`config.mk`:
```
export PLATFORM = sky130hd
export DESIGN_NAME = byteUnpackTop
export DESIGN_NICKNAME = d
export VERILOG_FILES = /design/src/rtl/byteUnpackPkg.sv /design/src/rtl/byteUnpackCtrl.sv /design/src/rtl/byteUnpackData.sv /design/src/rtl/byteUnpackTop.sv
export SDC_FILE = /design/constraint.sdc
export NUM_CORES = 1
export LEC_CHECK = 0
export ABC_AREA = 0
export BUFFER_PORTS_ARGS = -buffer_cell sky130_fd_sc_hd__buf_2
export CORE_AREA = 2 2 69 71
export DETAILED_ROUTE_END_ITERATION = 6
export DIE_AREA = 0 0 71 73
export PLACE_DENSITY_LB_ADDON = 0.12
export SLEW_MARGIN = 20
export SYNTH_ARGS = -nofsm -noshare
export SYNTH_HDL_FRONTEND = slang
export SYNTH_SLANG_ARGS = --single-unit
```
`constraint.sdc`:
```
create_clock -name clk -period 0.9 [get_ports clk]
set_input_delay 0 -clock clk [delete_from_list [all_inputs] [get_ports clk]]
set_output_delay 0 -clock clk [all_outputs]
set_load 0.02 [all_outputs]
```
`src/rtl/byteUnpackPkg.sv`:
```
package byteUnpackPkg;
  localparam int ByteW = 8;
  localparam int LaneW = 16;
  localparam int MaxLanes = 4;
  localparam int NarrowLanes = 2;
  localparam int InW = ByteW * MaxLanes;
  localparam int OutW = LaneW * MaxLanes;

  typedef struct packed {
    logic load;
    logic signFill;
    logic [MaxLanes-1:0] laneEn;
  } unpackCtrl_t;
endpackage

```
`src/rtl/byteUnpackCtrl.sv`:
```
module byteUnpackCtrl
  import byteUnpackPkg::*;
(
  input  logic        clk,
  input  logic        rstN,
  input  logic        inValid,
  input  logic        wideMode,
  input  logic        isSigned,
  output unpackCtrl_t ctrl,
  output logic        validQ
);
  logic [MaxLanes-1:0] laneMask;

  // One enable bit per lane: narrow requests enable the low lanes only,
  // wide requests enable all of them.
  generate
    for (genvar k = 0; k < MaxLanes; k++) begin : gMask
      if (k < NarrowLanes) begin : gLow
        assign laneMask[k] = 1'b1;
      end else begin : gHigh
        assign laneMask[k] = wideMode;
      end
    end
  endgenerate

  always_comb begin
    ctrl.load     = inValid;
    ctrl.signFill = isSigned;
    ctrl.laneEn   = laneMask;
  end

  always_ff @(posedge clk) begin
    if (!rstN) validQ <= 1'b0;
    else       validQ <= inValid;
  end
endmodule

```
`src/rtl/byteUnpackData.sv`:
```
module byteUnpackData
  import byteUnpackPkg::*;
(
  input  logic            clk,
  input  logic            rstN,
  input  unpackCtrl_t     ctrl,
  input  logic [InW-1:0]  inBytes,
  output logic [OutW-1:0] dataQ
);
  logic [OutW-1:0] laneNext;

  // Each lane widens one byte. The upper half is either zero or
  // copies of the byte's bit 7, and an inactive lane is zero.
  generate
    for (genvar k = 0; k < MaxLanes; k++) begin : gLane
      logic [ByteW-1:0] b;
      logic fillBit;
      assign b = inBytes[k*ByteW +: ByteW];
      assign fillBit = ctrl.signFill & b[ByteW-1];
      assign laneNext[k*LaneW +: LaneW] =
        ctrl.laneEn[k] ? {{(LaneW-ByteW){fillBit}}, b} : '0;
    end
  endgenerate

  always_ff @(posedge clk) begin
    if (!rstN)          dataQ <= '0;
    else if (ctrl.load) dataQ <= laneNext;
  end
endmodule

```
`src/rtl/byteUnpackTop.sv`:
```
module byteUnpackTop
  import byteUnpackPkg::*;
(
  input  logic        clk,
  input  logic        rstN,
  input  logic        inValid,
  input  logic        wideMode,
  input  logic        isSigned,
  input  logic [63:0] inBytes,
  output logic        outValid,
  output logic [63:0] outData
);
  unpackCtrl_t ctrl;
  logic [OutW-1:0] dataQ;

  byteUnpackCtrl uCtrl (
    .clk(clk), .rstN(rstN), .inValid(inValid), .wideMode(wideMode),
    .isSigned(isSigned), .ctrl(ctrl), .validQ(outValid)
  );

  byteUnpackData uData (
    .clk(clk), .rstN(rstN), .ctrl(ctrl), .inBytes(inBytes[InW-1:0]),
    .dataQ(dataQ)
  );

  assign outData = dataQ;

  // Only the low InW bits of inBytes carry byte data.
  logic unusedHi;
  assign unusedHi = ^inBytes[63:InW];
endmodule

```
==> out/qor.yml <==
outcome:
  outcome: "finished, final reports clean"
logic_synthesis:
  syn_nets: 238
  synth-seq-area-share: 0.4411
  syn_inst: 169
  synth.top_cell.area_share: 0.4411
  syn-cell-area_mm2: 0.001679
  synth_area_leader_cell: "dfxtp_1"
  syn_avg_cell_area_um2: 9.936
  synth_area_leaders: "dfxtp_1 44%, buf_4 13%, mux2i_1 9.5%, a21boi_1 8.5%, nand2b_1 7.5%"
  ys_seq_elements: 37
  ys_warn_count: 0
  ys_types: 15
timing:
  hold_violations: 0
  timing.final.crit_share: 0.9272
  max_freq_mhz: 1198
  skew_ps: 0
  rsz0062_at_grt: "false"
  setup_viol: 0
  tightest_slew_ps: 318.0
  tns_ps: 0
  slew_violations: 0
  period_needed_ps: 834.5
  slew_headroom: 0.7880
grt:
  grt_pass1_vias: 1354
  grt_max_degree: 39
  grt_usage: 0.1508
  grt_pass1_wl_mm: 6.120
  antenna_found_initial: 0
  grt_overflow_total: 0
critical_path:
  crit_buf_inv: 1
  crit_path_start_kind: "flop"
  crit_slowest_cell: "dfxtp_4"
  worstPathRequired_ps: 900
  cpLargestDelayFamily: "flip-flops"
  endpoint_kind: "output port"
  path_cells: "buf_2"
  reg2reg_slack_ps: 260
  worstSetupPathType: "flop to output port"
  critPathMaxFanout: 9
  worstPathArrival_ps: 830
  r2r-start: "uData.dataQ[62]$_SDFFE_PN0P_"
  cpPeakStageDelay_ps: 380
  r2r_cells: 2
  r2r-end: "uData.dataQ[62]$_SDFFE_PN0P_"
routing:
  viasPerCell: 4.479
  drc: 0
  drt-total-wl_mm: 3.790
  ant_nets: 0
  drtIter0Drc: 82
  avgRoutedWirePerCell_um: 11.63
  drt_first_pass_iters: 4
  vias: 1460
power:
  swShare: 0.2609
  clkPwrFrac: 0.307
  pwr_density_cell_mw_per_mm2: 1460
  combPwrFrac: 0.196
  p_switching_uw: 918.3
  intPower_uw: 2602
  peakVddDrop_v: 0.0009320
  p_seq_frac: 0.497
  p_leak_uw: 0.001206
min_path:
  holdPathStages: 3
  min_to: "uData.dataQ[20]$_SDFFE_PN0P_"
  worst_hold_path_type: "primary input to flop"
  min_from: "inBytes[12]"
cells_and_area:
  finalNonFillerCells: 326
  antennaDiodeCount: 0
  drive_gt1_frac: 0.4154
  final_common_cell: "buf_2"
  area_growth_pct: 43.59
  mostFrequentLayoutCells: "101 x buf_2, 33 x dfxtp_1, 30 x dlygate4sd3_1"
  nets: 340
place:
  place.gp.congestion: 0.6925
  io_buffer_count: 101
  dp_cells: 288
  place_hpwl_mm: 2.374
cts:
  cts-root-buf: "clkbuf_8"
  path_clk_slew_ps: 70
  numCtsBuffers: 5
  cts_tree: "yes"
  clk_latency_ps: 280
  numClockSinks: 37
  ctsHtreeMaxLevel: 2
  post_cts_buffers: 0
  cts_buffer_depth: 2
job:
  maxCapViolCount: 0
floorplan:
  core_area_mm2: 0.004536
  num_io_pins: 134
  die_h_um: 73
  start_util: 0.3702
  die-area_mm2: 0.005183
  die_w_um: 71
  rows: 25
## how the worst max path moves through the flow
stage          cells after the start  slack, ps                         start                           end
2_1_floorplan                      2         90  uData.dataQ[62]$_SDFFE_PN0P_  uData.dataQ[62]$_SDFFE_PN0P_
3_3_place_gp                       4        190                       inValid  uData.dataQ[16]$_SDFFE_PN0P_
3_5_place_dp                       2        170  uData.dataQ[15]$_SDFFE_PN0P_  uData.dataQ[15]$_SDFFE_PN0P_
4_1_cts                            1         10  uData.dataQ[15]$_SDFFE_PN0P_                    outData[8]
5_1_grt                            1         10  uData.dataQ[31]$_SDFFE_PN0P_                   outData[29]
6_report                           1         70  uData.dataQ[15]$_SDFFE_PN0P_                    outData[8]
## Yosys cell counts
master	count
buf_6	3
a21boi_0	1
nand2b_1	20
dfxtp_1	37
mux2i_1	16
nand4_1	2
a21boi_1	19
buf_2	2
nand3_1	18
buf_4	28
buf_12	1
clkbuf_1	4
clkbuf_2	1
nor2b_1	16
and2_1	1
## cells by family (layout without fill, tap and decap cells)
logic type | Yosys count | count (layout) | synth area share
and+or+nand+nor | 57 | 57 | 0.1990
AOI/OAI and AO/OA | 20 | 20 | 0.08942
buffers and inverters | 39 | 142 | 0.1751
muxes | 16 | 16 | 0.09538
DFF | 37 | 37 | 0.4411
## sequential cells by signal, indices dropped and copies added (netlist names)
name,count
uCtrl.validQ,1
uData.dataQ,36
## power by group through the flow
stage / Clock, uW / Sequential (uW) / Combinational (uW)
floorplan: 0 / 1890 / 314
global placement: 0 / 1790 / 589
detailed placement: 0 / 1790 / 593
CTS: 1120 / 1760 / 694
global route: 1210 / 1760 / 749
finish: 1080 / 1750 / 691
## repair_timing
action / CTS / global route
endpoints found under the hold margin: 31 / 0
pin swaps: 0 / 0
resized for setup: 4 / 3
hold buffers: 30 / 0
endpoints found under the setup margin: 32 / 21
## worst reg2reg max path, delay by kind of cell, from the launching register on
kind	cells	cell delay [ps]
flip-flops	1	380
AO/OA/AOI/OAI	1	130
AND/OR/NAND/NOR	1	60
## layer usage
| layer | share of wire | up-vias | wire length (um) | track usage |
|---|---|---|---|---|
| met5 | 0 | - | 0 | 0 |
| met4 | 0.014 | 0 | 52 | 0.05031 |
| met3 | 0.066 | 6 | 252 | 0.04144 |
| met2 | 0.48 | 67 | 1818 | 0.2596 |
| met1 | 0.44 | 652 | 1667 | 0.1827 |
| li1 | - | 735 | - | - |
## per-stage QoR
stage                     worst slack, ps  hold slack, ps  area (um^2)    util  power (uW)
after CTS                           11.14           9.355         2404  0.5299        3575
after detailed placement            167.7           265.0         2018  0.4450        2387
after floorplan                     88.64           153.1         1679       -        2205
after global placement              192.1           261.0         2018  0.4450        2380
final                               65.52           6.947         2411  0.5316        3520
after global routing                12.24           15.94         2411  0.5316        3723
## layout make-up
class | count | area (um^2)
Tap cell | 54 | 67.56
Clock buffer | 8 | 80.08
Fill cell | 428 | 2125
Multi-Input combinational cell | 93 | 644.4
Sequential cell | 37 | 753.2
Timing Repair Buffer | 134 | 865.8
No activity file was read; power rests on OpenSTA's default activity.
